[config.mk]
export PLATFORM = sky130hd
export DESIGN_NAME = sdr_ctrl
export DESIGN_NICKNAME = d
export VERILOG_FILES = /design/src/rtl/sdr_pkg.sv /design/src/rtl/sdr_refresh_timer.sv /design/src/rtl/sdr_rd_capture.sv /design/src/rtl/sdr_cmd_fsm.sv /design/src/rtl/sdr_ctrl.sv
export SDC_FILE = /design/constraint.sdc
export NUM_CORES = 1
export LEC_CHECK = 0
export BUFFER_PORTS_ARGS = -buffer_cell sky130_fd_sc_hd__buf_2
export CELL_PAD_IN_SITES_DETAIL_PLACEMENT = 1
export CELL_PAD_IN_SITES_GLOBAL_PLACEMENT = 1
export CORE_MARGIN = 2
export CORE_UTILIZATION = 41
export DETAILED_ROUTE_END_ITERATION = 8
export PLACE_DENSITY = 0.85
export SYNTH_ARGS = -nofsm -noshare
export SYNTH_HDL_FRONTEND = slang
export SYNTH_HIERARCHICAL = 1
export SYNTH_SLANG_ARGS = --single-unit
[constraint.sdc]
create_clock -name clk_i -period 6.9 [get_ports clk_i]
set_clock_uncertainty 0.15 [all_clocks]
set_input_delay 0.345 -clock clk_i [delete_from_list [all_inputs] [get_ports clk_i]]
set_output_delay 0.345 -clock clk_i [all_outputs]
set_load 0.005 [all_outputs]
[src/rtl/sdr_pkg.sv]
package sdr_pkg;

  typedef enum logic [3:0] {
    CMD_LMR = 4'b0000,
    CMD_REF = 4'b0001,
    CMD_PRE = 4'b0010,
    CMD_ACT = 4'b0011,
    CMD_WR  = 4'b0100,
    CMD_RD  = 4'b0101,
    CMD_NOP = 4'b0111
  } sdr_cmd_e;

  function automatic logic [12:0] mode_word(input int cas_lat, input int burst_len,
                                            input bit interleave);
    logic [12:0] w;
    w = '0;
    w[2:0] = 3'($clog2(burst_len));
    w[3]   = interleave;
    w[6:4] = 3'(cas_lat);
    return w;
  endfunction

endpackage

[src/rtl/sdr_refresh_timer.sv]
module sdr_refresh_timer #(
  parameter int INTERVAL = 975
) (
  input  logic clk_i,
  input  logic rst_ni,
  input  logic ack_i,
  output logic pend_o
);
  localparam int CNT_W = $clog2(INTERVAL + 1);

  logic [CNT_W-1:0] cnt_q;

  always_ff @(posedge clk_i or negedge rst_ni) begin
    if (!rst_ni) begin
      cnt_q  <= CNT_W'(INTERVAL - 1);
      pend_o <= 1'b0;
    end else if (cnt_q == '0) begin
      cnt_q  <= CNT_W'(INTERVAL - 1);
      pend_o <= 1'b1;
    end else begin
      cnt_q <= cnt_q - 1'b1;
      if (ack_i) pend_o <= 1'b0;
    end
  end
endmodule

[src/rtl/sdr_rd_capture.sv]
module sdr_rd_capture #(
  parameter int CAS_LAT = 3,
  parameter int DATA_W  = 16
) (
  input  logic              clk_i,
  input  logic              rst_ni,
  input  logic              rd_cmd_i,
  input  logic [DATA_W-1:0] dq_i,
  output logic              valid_o,
  output logic [DATA_W-1:0] data_o
);
  logic [CAS_LAT-1:0] sr_q;

  always_ff @(posedge clk_i or negedge rst_ni) begin
    if (!rst_ni) begin
      sr_q    <= '0;
      valid_o <= 1'b0;
      data_o  <= '0;
    end else begin
      sr_q    <= {sr_q[CAS_LAT-2:0], rd_cmd_i};
      valid_o <= sr_q[CAS_LAT-1];
      if (sr_q[CAS_LAT-1]) data_o <= dq_i;
    end
  end
endmodule

[src/rtl/sdr_cmd_fsm.sv]
module sdr_cmd_fsm
  import sdr_pkg::*;
#(
  parameter int ROW_W       = 13,
  parameter int COL_W       = 9,
  parameter int BANK_W      = 2,
  parameter int DATA_W      = 16,
  parameter int MASK_W      = 2,
  parameter int CAS_LAT     = 3,
  parameter int BURST_LEN   = 4,
  parameter int T_RCD       = 2,
  parameter int T_RP        = 2,
  parameter int T_RFC       = 8,
  parameter int T_WR        = 2,
  parameter int T_MRD       = 2,
  parameter int INIT_CYCLES = 12500,
  parameter logic [ROW_W-1:0] MODE = '0,
  localparam int AW = BANK_W + ROW_W + COL_W
) (
  input  logic              clk_i,
  input  logic              rst_ni,
  input  logic              req_valid_i,
  output logic              req_ready_o,
  input  logic              req_we_i,
  input  logic [AW-1:0]     req_addr_i,
  input  logic [DATA_W-1:0] req_wdata_i,
  input  logic [MASK_W-1:0] req_be_i,
  input  logic              ref_pend_i,
  output logic              ref_ack_o,
  output sdr_cmd_e          cmd_o,
  output logic [BANK_W-1:0] ba_o,
  output logic [ROW_W-1:0]  addr_o,
  output logic [MASK_W-1:0] dqm_o,
  output logic [DATA_W-1:0] dq_o,
  output logic              dq_oe_o
);
  localparam int RD_WAIT  = CAS_LAT + BURST_LEN + T_RP - 1;
  localparam int WR_WAIT  = BURST_LEN + T_WR + T_RP - 2;
  localparam int WAIT_MAX = INIT_CYCLES + RD_WAIT + WR_WAIT + T_RFC + T_MRD;
  localparam int WAIT_W   = $clog2(WAIT_MAX + 1);
  localparam int BEAT_W   = $clog2(BURST_LEN + 1);

  typedef enum logic [2:0] {
    S_POWER, S_INIT_REF1, S_INIT_REF2, S_LMR, S_IDLE, S_ACCESS
  } state_e;

  state_e              state_q;
  logic [WAIT_W-1:0]   wait_q;
  logic [BEAT_W-1:0]   beat_q;
  logic                we_q;
  logic [COL_W-1:0]    col_q;
  logic [DATA_W-1:0]   wdata_q;
  logic [MASK_W-1:0]   be_q;
  logic [ROW_W-1:0]    col_addr;
  logic [ROW_W-1:0]    pre_all;

  assign req_ready_o = (state_q == S_IDLE) && (wait_q == '0) && !ref_pend_i;

  always_comb begin
    col_addr = '0;
    col_addr[COL_W-1:0] = col_q;
    col_addr[10] = 1'b1;     // auto-precharge
    pre_all = '0;
    pre_all[10] = 1'b1;      // all banks
  end

  always_ff @(posedge clk_i or negedge rst_ni) begin
    if (!rst_ni) begin
      state_q   <= S_POWER;
      wait_q    <= WAIT_W'(INIT_CYCLES);
      beat_q    <= '0;
      we_q      <= 1'b0;
      col_q     <= '0;
      wdata_q   <= '0;
      be_q      <= '0;
      cmd_o     <= CMD_NOP;
      ba_o      <= '0;
      addr_o    <= '0;
      dqm_o     <= '0;
      dq_o      <= '0;
      dq_oe_o   <= 1'b0;
      ref_ack_o <= 1'b0;
    end else begin
      cmd_o     <= CMD_NOP;
      ref_ack_o <= 1'b0;
      dq_oe_o   <= 1'b0;
      dqm_o     <= '0;
      if (beat_q != '0) begin    // trailing write beats, masked
        beat_q  <= beat_q - 1'b1;
        dq_oe_o <= 1'b1;
        dqm_o   <= '1;
      end
      if (wait_q != '0) begin
        wait_q <= wait_q - 1'b1;
      end else begin
        unique case (state_q)
          S_POWER: begin
            cmd_o   <= CMD_PRE;
            addr_o  <= pre_all;
            wait_q  <= WAIT_W'(T_RP - 1);
            state_q <= S_INIT_REF1;
          end
          S_INIT_REF1, S_INIT_REF2: begin
            cmd_o   <= CMD_REF;
            wait_q  <= WAIT_W'(T_RFC - 1);
            state_q <= (state_q == S_INIT_REF1) ? S_INIT_REF2 : S_LMR;
          end
          S_LMR: begin
            cmd_o   <= CMD_LMR;
            ba_o    <= '0;
            addr_o  <= MODE;
            wait_q  <= WAIT_W'(T_MRD - 1);
            state_q <= S_IDLE;
          end
          S_IDLE: begin
            if (ref_pend_i) begin
              cmd_o     <= CMD_REF;
              ref_ack_o <= 1'b1;
              wait_q    <= WAIT_W'(T_RFC - 1);
            end else if (req_valid_i) begin
              cmd_o   <= CMD_ACT;
              ba_o    <= req_addr_i[AW-1 -: BANK_W];
              addr_o  <= req_addr_i[COL_W +: ROW_W];
              we_q    <= req_we_i;
              col_q   <= req_addr_i[COL_W-1:0];
              wdata_q <= req_wdata_i;
              be_q    <= req_be_i;
              wait_q  <= WAIT_W'(T_RCD - 1);
              state_q <= S_ACCESS;
            end
          end
          S_ACCESS: begin
            addr_o  <= col_addr;
            state_q <= S_IDLE;
            if (we_q) begin
              cmd_o   <= CMD_WR;
              dq_o    <= wdata_q;
              dqm_o   <= ~be_q;
              dq_oe_o <= 1'b1;
              beat_q  <= BEAT_W'(BURST_LEN - 1);
              wait_q  <= WAIT_W'(WR_WAIT);
            end else begin
              cmd_o  <= CMD_RD;
              wait_q <= WAIT_W'(RD_WAIT);
            end
          end
          default: state_q <= S_POWER;
        endcase
      end
    end
  end
endmodule

[src/rtl/sdr_ctrl.sv]
module sdr_ctrl
  import sdr_pkg::*;
#(
  parameter int ROW_W           = 13,
  parameter int COL_W           = 9,
  parameter int DATA_W          = 16,
  parameter int CAS_LAT         = 3,
  parameter int BURST_LEN       = 4,
  parameter bit WRAP_INTERLEAVE = 1'b0,
  parameter int T_RCD           = 2,
  parameter int T_RP            = 2,
  parameter int T_RFC           = 8,
  parameter int T_WR            = 2,
  parameter int T_MRD           = 2,
  parameter int INIT_CYCLES     = 12500,
  parameter int CLK_PERIOD_PS   = 8000,
  parameter int REF_PERIOD_NS   = 7800,
  localparam int BANK_W = 2,
  localparam int AW     = BANK_W + ROW_W + COL_W,
  localparam int MASK_W = DATA_W / 8
) (
  input  logic              clk_i,
  input  logic              rst_ni,
  input  logic              req_valid_i,
  output logic              req_ready_o,
  input  logic              req_we_i,
  input  logic [AW-1:0]     req_addr_i,
  input  logic [DATA_W-1:0] req_wdata_i,
  input  logic [MASK_W-1:0] req_be_i,
  output logic              rd_valid_o,
  output logic [DATA_W-1:0] rd_data_o,
  output logic              sd_cs_n_o,
  output logic              sd_ras_n_o,
  output logic              sd_cas_n_o,
  output logic              sd_we_n_o,
  output logic [BANK_W-1:0] sd_ba_o,
  output logic [ROW_W-1:0]  sd_addr_o,
  output logic [MASK_W-1:0] sd_dqm_o,
  output logic [DATA_W-1:0] sd_dq_o,
  output logic              sd_dq_oe_o,
  input  logic [DATA_W-1:0] sd_dq_i
);
  localparam int REF_INTERVAL = REF_PERIOD_NS * 1000 / CLK_PERIOD_PS;
  localparam logic [ROW_W-1:0] MODE =
    ROW_W'(mode_word(CAS_LAT, BURST_LEN, WRAP_INTERLEAVE));

  sdr_cmd_e cmd;
  logic     ref_pend;
  logic     ref_ack;

  assign {sd_cs_n_o, sd_ras_n_o, sd_cas_n_o, sd_we_n_o} = cmd;

  sdr_refresh_timer #(.INTERVAL(REF_INTERVAL)) u_ref (
    .clk_i (clk_i),
    .rst_ni(rst_ni),
    .ack_i (ref_ack),
    .pend_o(ref_pend)
  );

  sdr_cmd_fsm #(
    .ROW_W(ROW_W), .COL_W(COL_W), .BANK_W(BANK_W), .DATA_W(DATA_W), .MASK_W(MASK_W),
    .CAS_LAT(CAS_LAT), .BURST_LEN(BURST_LEN), .T_RCD(T_RCD), .T_RP(T_RP),
    .T_RFC(T_RFC), .T_WR(T_WR), .T_MRD(T_MRD), .INIT_CYCLES(INIT_CYCLES), .MODE(MODE)
  ) u_fsm (
    .clk_i      (clk_i),
    .rst_ni     (rst_ni),
    .req_valid_i(req_valid_i),
    .req_ready_o(req_ready_o),
    .req_we_i   (req_we_i),
    .req_addr_i (req_addr_i),
    .req_wdata_i(req_wdata_i),
    .req_be_i   (req_be_i),
    .ref_pend_i (ref_pend),
    .ref_ack_o  (ref_ack),
    .cmd_o      (cmd),
    .ba_o       (sd_ba_o),
    .addr_o     (sd_addr_o),
    .dqm_o      (sd_dqm_o),
    .dq_o       (sd_dq_o),
    .dq_oe_o    (sd_dq_oe_o)
  );

  sdr_rd_capture #(.CAS_LAT(CAS_LAT), .DATA_W(DATA_W)) u_rd (
    .clk_i   (clk_i),
    .rst_ni  (rst_ni),
    .rd_cmd_i(cmd == CMD_RD),
    .dq_i    (sd_dq_i),
    .valid_o (rd_valid_o),
    .data_o  (rd_data_o)
  );
endmodule

Word-level counts from Yosys, hierarchy flattened
Cells that the tools add are included.
{"block": "word_totals", "reg_bits": 118, "inputBits": 62, "output_inout_bits": 56, "word_cells": 93}
{"block": "op_classes", "addsub": 3, "eq_ne": 9, "mux": 38, "bitwise_logic": 3, "n_reduce_logical": 21}
{"operator": "14-bit one-hot mux with 4 select lines", "count": 1}
{"operator": "13-bit one-hot mux with 4 select lines", "count": 1}
{"operator": "14-bit 2-to-1 mux", "count": 3}
{"operator": "13-bit 2-to-1 mux", "count": 2}
{"operator": "3-bit 2-to-1 mux", "count": 7}
{"operator": "4-bit one-hot mux with 5 select lines", "count": 1}
{"operator": "14-bit zero test", "count": 1}
{"operator": "14-bit nonzero test", "count": 1}
{"operator": "14-bit by 1-bit subtractor with 14-bit output, second input constant", "count": 1}
{"operator": "2-bit 2-to-1 mux", "count": 6}
{"operator": "4-bit 2-to-1 mux", "count": 3}
{"operator": "3-bit one-hot mux with 4 select lines", "count": 1}
{"operator": "4-bit AND reduction", "count": 3}
{"operator": "1-bit 2-to-1 mux", "count": 11}
{"operator": "10-bit zero test", "count": 1}
{"operator": "10-bit 2-to-1 mux", "count": 1}
{"operator": "10-bit by 1-bit subtractor with 10-bit output, second input constant", "count": 1}
{"operator": "3-bit by 2-bit equality test with 1-bit output, second input constant", "count": 2}
{"operator": "3-bit equality test, second input constant", "count": 2}
{"operator": "3-bit AND reduction", "count": 2}
{"operator": "2-bit OR reduction", "count": 3}
{"operator": "5-bit nonzero test", "count": 1}
{"operator": "4-bit by 3-bit equality test with 1-bit output, second input constant", "count": 1}
{"operator": "2-bit != test, second input constant", "count": 2}
{"operator": "13 further kinds", "count": 16}

Longest topological paths before layout
Gate-level depths: netlist of the first run.
{"block": "depth", "word_depth": 5, "mapped_depth": 8}

Modules after synthesis
The synthesis of the first run kept the hierarchy.
{"mod": "sdr_cmd_fsm", "n_inst": 1, "cells_per_inst": 310, "area_per_inst_um2": 3848.7}
{"mod": "sdr_rd_capture", "n_inst": 1, "cells_per_inst": 38, "area_per_inst_um2": 749.5}
{"mod": "sdr_refresh_timer", "n_inst": 1, "cells_per_inst": 47, "area_per_inst_um2": 511.7}
{"mod": "sdr_ctrl", "n_inst": 1, "cells_per_inst": 1, "area_per_inst_um2": 12.5}

Least setup slack after synthesis of the first run
Ideal clock, no wire load.
{"block": "synth_path", "path_type": "flip-flop to flip-flop", "startpoint": "register u_fsm.wait_q[0]", "endpoint": "register u_fsm.dq_o[10]", "setup_time_ps": 125, "arrival_ps": 2128, "setup_slack_ps": 4498, "stages_incl_launch_ff": 8, "n_path_buf": 1, "synth_period_minus_slack_ps": 2402, "cell_sequence": "dfrtp_1 inv_1 ha_1 nor4b_1 nand4_1 nor3_2 buf_4 mux2_2"}
{"block": "synth_between", "elab_chain_cells": 3}
{"element": "start: declaration", "line_no": "sdr_cmd_fsm.sv:48", "text": "logic [WAIT_W-1:0] wait_q;"}
{"element": "start signal: assignment", "line_no": "sdr_cmd_fsm.sv:70", "text": "wait_q <= WAIT_W'(INIT_CYCLES);"}
{"element": "start signal: assignment", "line_no": "sdr_cmd_fsm.sv:94", "text": "wait_q <= wait_q - 1'b1;"}
{"element": "start signal: assignment", "line_no": "sdr_cmd_fsm.sv:100", "text": "wait_q <= WAIT_W'(T_RP - 1);"}
{"element": "14-bit nonzero test", "line_no": "sdr_cmd_fsm.sv:93", "text": "if (wait_q != '0) begin"}
{"element": "1-bit NOT (no source line)"}
{"element": "3-bit AND reduction (no source line)"}
{"element": "end signal: assignment", "line_no": "sdr_cmd_fsm.sv:137", "text": "dq_o <= wdata_q;"}
{"element": "end: declaration", "line_no": "sdr_cmd_fsm.sv:34", "text": "output logic [DATA_W-1:0] dq_o,"}
Every way passes these cells.
A chain may end at the register's enable or synchronous reset.

Worst setup path in the final report of the first run
{"block": "layout_path", "startpoint": "register u_fsm.wait_q[5]", "endpoint": "output req_ready_o"}
{"block": "layout_between", "elab_chain_cells": 3}
{"element": "14-bit zero test", "line_no": "sdr_cmd_fsm.sv:57", "text": "assign req_ready_o = (state_q == S_IDLE) && (wait_q == '0) && !ref_pend_i;"}
{"element": "1-bit logical AND (2 in series)", "line_no": "sdr_cmd_fsm.sv:57"}
{"element": "end: declaration", "line_no": "sdr_ctrl.sv:25", "text": "output logic req_ready_o,"}
Every way passes these cells.

==> results of run 1 <==
[synth_stat cells, types with 2 or more instances]
master                      count  area share, %
sky130_fd_sc_hd__ha_1           5            1.2
sky130_fd_sc_hd__dfstp_2       16            8.2
sky130_fd_sc_hd__or3_1          4           0.49
sky130_fd_sc_hd__clkbuf_1       9           0.66
sky130_fd_sc_hd__nor2_1        12           0.88
sky130_fd_sc_hd__nand2b_1       3           0.37
sky130_fd_sc_hd__nand3_1        8           0.78
sky130_fd_sc_hd__buf_8          2           0.59
sky130_fd_sc_hd__mux2_1        27            5.9
sky130_fd_sc_hd__buf_6          2           0.44
sky130_fd_sc_hd__a31oi_1        2           0.24
sky130_fd_sc_hd__a22o_1         2           0.34
sky130_fd_sc_hd__nand4_1        3           0.37
sky130_fd_sc_hd__o21a_1         2           0.29
sky130_fd_sc_hd__nor2b_1        6           0.73
sky130_fd_sc_hd__nor4b_1        2           0.34
sky130_fd_sc_hd__mux2_4        10            2.9
sky130_fd_sc_hd__o211ai_1       5           0.73
sky130_fd_sc_hd__o21ai_0       19            1.9
sky130_fd_sc_hd__a32o_1         2           0.39
sky130_fd_sc_hd__o31ai_1        5           0.73
sky130_fd_sc_hd__and3_1         2           0.24
sky130_fd_sc_hd__nor3_1        10           0.98
sky130_fd_sc_hd__xnor2_1        5           0.85
sky130_fd_sc_hd__inv_1         14            1.0
sky130_fd_sc_hd__nor4_1         4           0.49
sky130_fd_sc_hd__buf_4          4           0.59
sky130_fd_sc_hd__or3b_2         2           0.34
sky130_fd_sc_hd__mux2i_1       12            2.3
sky130_fd_sc_hd__dfrtp_1      101             49
sky130_fd_sc_hd__mux2_2        26            5.7
sky130_fd_sc_hd__buf_2          2           0.20
sky130_fd_sc_hd__o2bb2ai_1      5           0.85
sky130_fd_sc_hd__nand2_1       20            1.5
sky130_fd_sc_hd__or2_2          2           0.24
sky130_fd_sc_hd__xor2_1         7            1.2
sky130_fd_sc_hd__or4_1          4           0.59
sky130_fd_sc_hd__a21oi_1        9           0.88
[cell usage in the layout, fill, tap and decap left out, types with 14 or more instances in the layout]
master,n
sky130_fd_sc_hd__clkbuf_16,17
sky130_fd_sc_hd__dlygate4sd3_1,29
sky130_fd_sc_hd__mux2_1,27
sky130_fd_sc_hd__dfstp_2,16
sky130_fd_sc_hd__dfrtp_1,101
sky130_fd_sc_hd__o21ai_0,19
sky130_fd_sc_hd__mux2_2,26
sky130_fd_sc_hd__buf_2,115
sky130_fd_sc_hd__nand2_1,20
sky130_fd_sc_hd__inv_1,14
[worst paths after layout]
| path | start | to | slack [ns] | cells after the start |
|---|---|---|---|---|
| max in group asynchronous | rst_ni | u_ref/cnt_q[0] | 4.95 | 3 |
| min in group asynchronous | rst_ni | u_rd/data_o[3] | 0.36 | 2 |
| max reg2reg | u_fsm/wait_q[5] | u_fsm/dq_o[0] | 3.89 | 4 |
| max | u_fsm/wait_q[5] | req_ready_o | 3.67 | 4 |
| min | req_addr_i[5] | u_fsm/col_q[5] | 0.02 | 2 |
| min reg2reg | u_rd/sr_q[0] | u_rd/sr_q[1] | 0.20 | 0 |
[routing by layer]
metal | share of wire (%) | up-vias | wire length [microns] | track usage, %
met5 | 0 | - | 0 | 0
met4 | 1.3 | 0 | 168 | 8.25
met3 | 4.7 | 17 | 617 | 6.75
met2 | 52 | 113 | 6930 | 35.6
met1 | 42 | 1900 | 5500 | 24.3
li1 | - | 1718 | - | -
[sequential cells by signal, summed over array words and instances, names as in the netlist, 9 cells and up]
signal	count
u_fsm/dq_o	16
u_fsm/addr_o	13
u_fsm/wdata_q	16
u_ref/cnt_q	10
u_rd/data_o	16
u_fsm/col_q	9
u_fsm/wait_q	14
[where the power goes]
group,internal [uW],switching [uW]
registers,786,89.5
clock network,594,304
logic,143,147
[timing repair]
action	in CTS	in global routing
hold buffers	22	7
endpoints found under the setup margin	0	0
hold endpoints to repair	59	7
setup buffers	0	0
[kinds of logic (layout without fill, tap and decap cells)]
logic type,count (synthesis),count (layout),synth area share (%)
and+or+nand+nor,93,93,10.7
buffers and inverters,34,195,3.88
DFF,117,117,57.5
AOI/OAI and AO/OA,59,59,7.60
other,1,1,0.0732
adders and majority gates,5,5,1.22
xor gates and xnor gates,12,12,2.05
muxes,75,75,16.9
[through the flow]
| stage | worst slack (ns) | area (sq um) |
|---|---|---|
| after floorplan | 4.50 | 5120 |
| after global placement | 4.05 | 5800 |
| after global routing | 3.48 | 6690 |
| after CTS | 3.68 | 6620 |
| final | 3.67 | 6690 |
| after detailed placement | 3.94 | 5800 |
[cell type report]
cell class	count	share of cell area (%)
repair buffers	149	13.5
flip-flops and latches	117	44.0
clock buffers	23	7.14
clock inverters	9	1.87
multi-input cells	245	29.5
well taps	168	3.14
inverters	14	0.785
==> insert_results.sql, run 1 <==
INSERT INTO impl_metrics (metric_group, metric, value, unit) VALUES
('status', 'run_status', 'finished, final reports clean', ''),
('worst_setup_path', 'path_buf_inv', '1', ''),
('yosys', 'postSynth.asyncResetShare', '100', '%'),
('yosys', 'synthesis.yosys.warnings', '6', ''),
('cells_and_area', 'nNetsFinal', '611', ''),
('timing', 'setup-violations-final', '0', ''),
('power', 'power', '2060', 'uW'),
('cells_and_area', 'layout_area_overhead', '30.7', '%'),
('global_route', 'grt_pass1_vias', '4146', ''),
('clocking', 'clkTransAtPathRegs', '0.05', 'ns'),
('worst_setup_path', 'worst-path-max-fanout', '12', ''),
('placement', 'io_buffers', '116', ''),
('worst_setup_path', 'setup.worst_path.start_class', 'flop', ''),
('yosys', 'ys_ff_latch', '117', ''),
('timing', 'report.final.hold_viol_count', '0', ''),
('clocking', 'clk_latency', '0.41', 'ns'),
('yosys', 'syn_avg_cell_area', '12.9', 'sq um'),
('worst_setup_path', 'worstPathArrival', '2.74', 'ns'),
('placement', 'gp_congestion', '0.786', ''),
('route', 'drt-total-wl', '13.2', 'mm'),
('clocking', 'cts.htree.levels', '4', ''),
('yosys', 'synth.net_count', '463', ''),
('clocking', 'clock_path_buffers', '2', ''),
('route', 'first_pass_iters', '4', ''),
('worst_setup_path', 'worstPathCellList', 'nor4_1 -> nand4_1 -> nor3_1 -> buf_2', ''),
('die', 'chipWidth', '116', 'microns'),
('route', 'wl_per_cell', '18.2', 'microns'),
('worst_setup_path', 'crit_type', 'reg2out', ''),
('die', 'floorplan.initialDensity', '42.3', '%'),
('cells_and_area', 'register_area', '2950', 'sq um'),
('worst_setup_path', 'cp_top_family', 'simple AND/OR/NAND/NOR gates', ''),
('timing', 'slew_headroom', '40.4', '%'),
('placement', 'dp_hpwl', '8.45', 'mm'),
('cells_and_area', 'drive_gt1_share', '38.2', '%'),
('global_route', 'grt_pass1_wl', '21.1', 'mm'),
('yosys', 'synth-seq-area-share', '57.5', '%'),
('worst_hold_path', 'worstHoldPathType', 'in2reg', ''),
('cells_and_area', 'finish.utilization', '55.3', '%'),
('timing', 'grt_setup_unrepaired', 'false', ''),
('global_route', 'grt_util_all_layers', '20.8', '%'),
('clocking', 'numCtsBuffers', '17', ''),
('route', 'via_density_per_instance', '5.17', ''),
('route', 'number_of_drc_violations_after_detailed_routing_iteration_0', '233', ''),
('cells_and_area', 'finalNonFillerCells', '725', ''),
('clocking', 'cts_root_buffer', 'sky130_fd_sc_hd__clkbuf_16', ''),
('timing', 'fmax', '309', 'MHz'),
('cells_and_area', 'antenna_cells', '0', ''),
('timing', 'post-route-period-util', '46.8', '%'),
('die', 'io-pin-count', '118', ''),
('yosys', 'post_synthesis_cell_area', '5120', 'sq um'),
('die', 'floorplan.die_area', '13400', 'sq um'),
('clocking', 'cts.repair.resized', '0', ''),
('die', 'die_h', '116', 'microns'),
('worst_setup_path', 'critical_path_required', '6.40', 'ns'),
('worst_setup_path', 'critPathSlowestCell', 'sky130_fd_sc_hd__nor4_1', ''),
('route', 'drc_errors', '0', ''),
('timing', 'finalMaxSlewViolations', '0', ''),
('global_route', 'maximum_number_of_pins_on_one_net_before_global_route_repair', '70', ''),
('timing', 'holdWs', '0.0167', 'ns'),
('clocking', 'clock-sinks', '117', ''),
('power', 'p_per_area', '308', 'nW/um^2'),
('clocking', 'clock_tree_from_tritoncts', 'yes', ''),
('die', 'placementRows', '40', ''),
('power', 'vdd.ir_drop.worst', '0.156', 'mV'),
('cells_and_area', 'footprint_of_the_multi_input_gates', '1980', 'sq um'),
('timing', 'totalNegativeSetupSlack', '0', 'ns'),
('worst_setup_path', 'cp_slowest_stage_delay', '0.69', 'ns'),
('cells_and_area', 'fillerInstances', '1282', ''),
('power', 'p_leak', '0.00325', 'uW'),
('die', 'floorplan.core_area', '12100', 'sq um'),
('global_route', 'grt_overflow_total', '0', ''),
('placement', 'placed_cells_incl_taps', '664', ''),
('route', 'ant_nets', '0', ''),
('timing', 'worst_pin_slew', '0.894', 'ns'),
('worst_setup_path', 'critical_path.endpoint_type', 'primary output', ''),
('yosys', 'synth_edf_count', '0', ''),
('yosys', 'synth_top_flop_cell', 'sky130_fd_sc_hd__dfrtp_1', ''),
('timing', 'period_minus_slack', '3.23', 'ns'),
('run', 'drv.max_cap_violation_count', '0', ''),
('yosys', 'synthesis.instances', '396', ''),
('route', 'detailroute.via_count', '3748', ''),
('yosys', 'synth_cell_types', '59', ''),
('global_route', 'grt_antenna_before_repair', '0', '');
Power figures use the tool's default switching activity.
==> run 2, diff against run 1 <==
- CORE_UTILIZATION: 41 -> 39
- clock period: 6.9 -> 2.6 ns (I/O delays scaled with it)
==> run 2 against run 1 <==
Compared with the run above:
- core utilization is 3.0 points higher
- combinational power grew to 3.6 times the previous value
- flip-flop and latch count stayed put
- die area is 4.9% higher
- routed wire length is 44% higher
- the run now ends with negative setup slack left
==> insert_results.sql, run 2 (synthesized netlist as in run 1, its figures left out) <==
INSERT INTO impl_metrics (metric_group, metric, value, unit) VALUES
('worst_setup_path', 'critical_path_required', '2.76', 'ns'),
('die', 'die_h', '119', 'microns'),
('timing', 'slew_headroom', '44.5', '%'),
('route', 'first_pass_iters', '5', ''),
('die', 'floorplan.die_area', '14100', 'sq um'),
('worst_setup_path', 'setup.worst_path.start_class', 'flop', ''),
('status', 'run_status', 'complete, but fails checks', ''),
('worst_setup_path', 'path_buf_inv', '2', ''),
('global_route', 'grt_util_all_layers', '24.2', '%'),
('power', 'power', '5680', 'uW'),
('worst_setup_path', 'worst-path-max-fanout', '7', ''),
('cells_and_area', 'finalInstanceArea', '7410', 'sq um'),
('global_route', 'grt_overflow_total', '0', ''),
('global_route', 'grt_pass1_vias', '4768', ''),
('status', 'violations_in_the_final_reports', 'negative setup slack', ''),
('route', 'via_density_per_instance', '5.47', ''),
('die', 'placementRows', '41', ''),
('timing', 'finalMaxSlewViolations', '0', ''),
('clocking', 'numCtsBuffers', '17', ''),
('route', 'wl_per_cell', '24.1', 'microns'),
('route', 'detailroute.via_count', '4303', ''),
('placement', 'dp_hpwl', '9.09', 'mm'),
('worst_setup_path', 'critical_path.endpoint_type', 'flop', ''),
('die', 'floorplan.core_area', '12700', 'sq um'),
('clocking', 'clk_latency', '0.44', 'ns'),
('clocking', 'clock_path_buffers', '2', ''),
('global_route', 'grt_pass1_wl', '25.7', 'mm'),
('cells_and_area', 'drive_gt1_share', '44.0', '%'),
('timing', 'totalNegativeSetupSlack', '-1.82', 'ns'),
('clocking', 'cts_root_buffer', 'sky130_fd_sc_hd__clkbuf_16', ''),
('route', 'ant_nets', '0', ''),
('worst_setup_path', 'worstPathArrival', '2.86', 'ns'),
('global_route', 'maximum_number_of_pins_on_one_net_before_global_route_repair', '67', ''),
('placement', 'gp_congestion', '0.779', ''),
('placement', 'io_buffers', '116', ''),
('timing', 'post-route-period-util', '104', '%'),
('timing', 'holdWs', '0.0276', 'ns'),
('worst_setup_path', 'cp_top_family', 'simple AND/OR/NAND/NOR gates', ''),
('run', 'drv.max_cap_violation_count', '0', ''),
('power', 'p_leak', '0.00355', 'uW'),
('timing', 'fmax', '370', 'MHz'),
('cells_and_area', 'reg.largest.list', 'u_fsm/dq_o: 16 flops, u_fsm/wdata_q: 16 flops, u_rd/data_o: 16 flops', ''),
('cells_and_area', 'nNetsFinal', '668', ''),
('worst_setup_path', 'worstPathCellList', 'inv_2 -> ha_4 -> or4b_4 -> buf_4 -> nor2_1 -> nand4_1 -> o2bb2ai_1', ''),
('cells_and_area', 'antenna_cells', '0', ''),
('placement', 'placed_cells_incl_taps', '682', ''),
('timing', 'period_minus_slack', '2.70', 'ns'),
('die', 'floorplan.initialDensity', '40.3', '%'),
('cells_and_area', 'finalNonFillerCells', '786', ''),
('timing', 'worst_pin_slew', '0.833', 'ns'),
('clocking', 'clock-sinks', '117', ''),
('route', 'drc_errors', '0', ''),
('cells_and_area', 'layout_area_overhead', '44.7', '%'),
('cells_and_area', 'register_area', '2950', 'sq um'),
('timing', 'report.final.hold_viol_count', '0', ''),
('worst_setup_path', 'crit_type', 'reg2reg', ''),
('placement', 'post_dp_cell_area', '5950', 'sq um'),
('cells_and_area', 'mostFrequentLayoutCell', 'sky130_fd_sc_hd__buf_2', ''),
('timing', 'setup-violations-final', '30', ''),
('cells_and_area', 'fillerInstances', '1301', ''),
('worst_setup_path', 'cp_slowest_stage_delay', '0.49', 'ns'),
('worst_setup_path', 'critPathSlowestCell', 'sky130_fd_sc_hd__or4b_4', ''),
('clocking', 'clkTransAtPathRegs', '0.06', 'ns'),
('clocking', 'clock_tree_from_tritoncts', 'yes', ''),
('die', 'chipWidth', '119', 'microns'),
('cells_and_area', 'footprint_of_the_multi_input_gates', '2120', 'sq um'),
('global_route', 'grt_antenna_before_repair', '0', ''),
('clocking', 'cts.htree.levels', '4', ''),
('cells_and_area', 'final_cell_mix', '115 x sky130_fd_sc_hd__buf_2, 101 x sky130_fd_sc_hd__dfrtp_1, 60 x sky130_fd_sc_hd__dlygate4sd3_1', ''),
('timing', 'grt_setup_unrepaired', 'true', ''),
('power', 'p_per_area', '766', 'nW/um^2'),
('worst_hold_path', 'worstHoldPathType', 'in2async', ''),
('die', 'io-pin-count', '118', ''),
('timing', 'timing.final.ws_setup', '-0.0993', 'ns'),
('route', 'drt-total-wl', '19.0', 'mm'),
('power', 'vdd.ir_drop.worst', '0.480', 'mV'),
('route', 'number_of_drc_violations_after_detailed_routing_iteration_0', '346', '');
run 2: cell types whose count changed in the layout (fill, tap and decap cells not counted), moves of 2 or more:
cell                            change
sky130_fd_sc_hd__mux2_1            -25
sky130_fd_sc_hd__buf_4             +14
sky130_fd_sc_hd__dlygate4sd3_1     +31
sky130_fd_sc_hd__mux2_4            +26
sky130_fd_sc_hd__bufinv_16          -2
sky130_fd_sc_hd__buf_12             +7
sky130_fd_sc_hd__inv_2              +2
sky130_fd_sc_hd__inv_1              -2
sky130_fd_sc_hd__buf_6              +4
run 2: metal layers:
layer	global-route usage [%]	wire length [microns]	vias to the layer above
li1	-	-	1828
met1	24.5	6790	2188
met2	44.4	10200	217
met3	6.90	1090	70
met4	12.9	872	0
met5	0	0	-
run 2: report_power, final:
part | leakage, uW | switching [uW] | internal, uW
logic | 0.00182 | 530 | 518
clock network | 0.000267 | 890 | 1350
registers | 0.00147 | 298 | 2090
total | 0.00355 | 1720 | 3960
run 2: timing repair:
action,CTS,global route
setup buffers,0,12
gates cloned,0,1
resized for setup,2,50
hold buffers,60,0
pin swaps,0,4
endpoints found under the setup margin,8,41
endpoints found under the hold margin,165,0
run 2: layout make-up:
type | count | area share (%)
Inverter | 14 | 0.709
Clock inverter | 9 | 1.06
Timing Repair Buffer | 206 | 20.6
Tap cell | 172 | 2.90
Multi-Input combinational cell | 245 | 28.6
Sequential cell | 117 | 39.8
Clock buffer | 23 | 6.31
run 2: worst paths after layout:
| path | endpoint | from | slack [ns] | depth (start not counted) |
|---|---|---|---|---|
| worst min register to register | u_rd/sr_q[2] | u_rd/sr_q[1] | 0.21 | 0 |
| worst min-delay path | u_rd/sr_q[0] | rst_ni | 0.03 | 2 |
| worst max register to register | u_fsm/addr_o[2] | u_fsm/wait_q[0] | -0.1 | 7 |
| min in group clk_i | u_fsm/addr_o[8] | req_addr_i[17] | 0.05 | 4 |
| max in group asynchronous | u_ref/cnt_q[2] | rst_ni | 1.56 | 3 |
| worst max-delay path | u_fsm/addr_o[2] | u_fsm/wait_q[0] | -0.1 | 7 |
run 2: worst register-to-register path, cell delays in order, from the launching register on:
cell and delay [ns]:
sky130_fd_sc_hd__dfrtp_1 0.46, sky130_fd_sc_hd__inv_2 0.12, sky130_fd_sc_hd__ha_4 0.14, sky130_fd_sc_hd__or4b_4 0.49, sky130_fd_sc_hd__buf_4 0.18, sky130_fd_sc_hd__nor2_1 0.17, sky130_fd_sc_hd__nand4_1 0.44, sky130_fd_sc_hd__o2bb2ai_1 0.42
run 2: through the flow:
stage / util [%] / worst slack (ns)
2_1_floorplan: - / 0.198
3_3_place_gp: 46.7 / 0.152
3_5_place_dp: 46.7 / 0.0523
4_1_cts: 55.8 / 0.00393
5_1_grt: 58.3 / -0.115
6_report: 58.3 / -0.0993
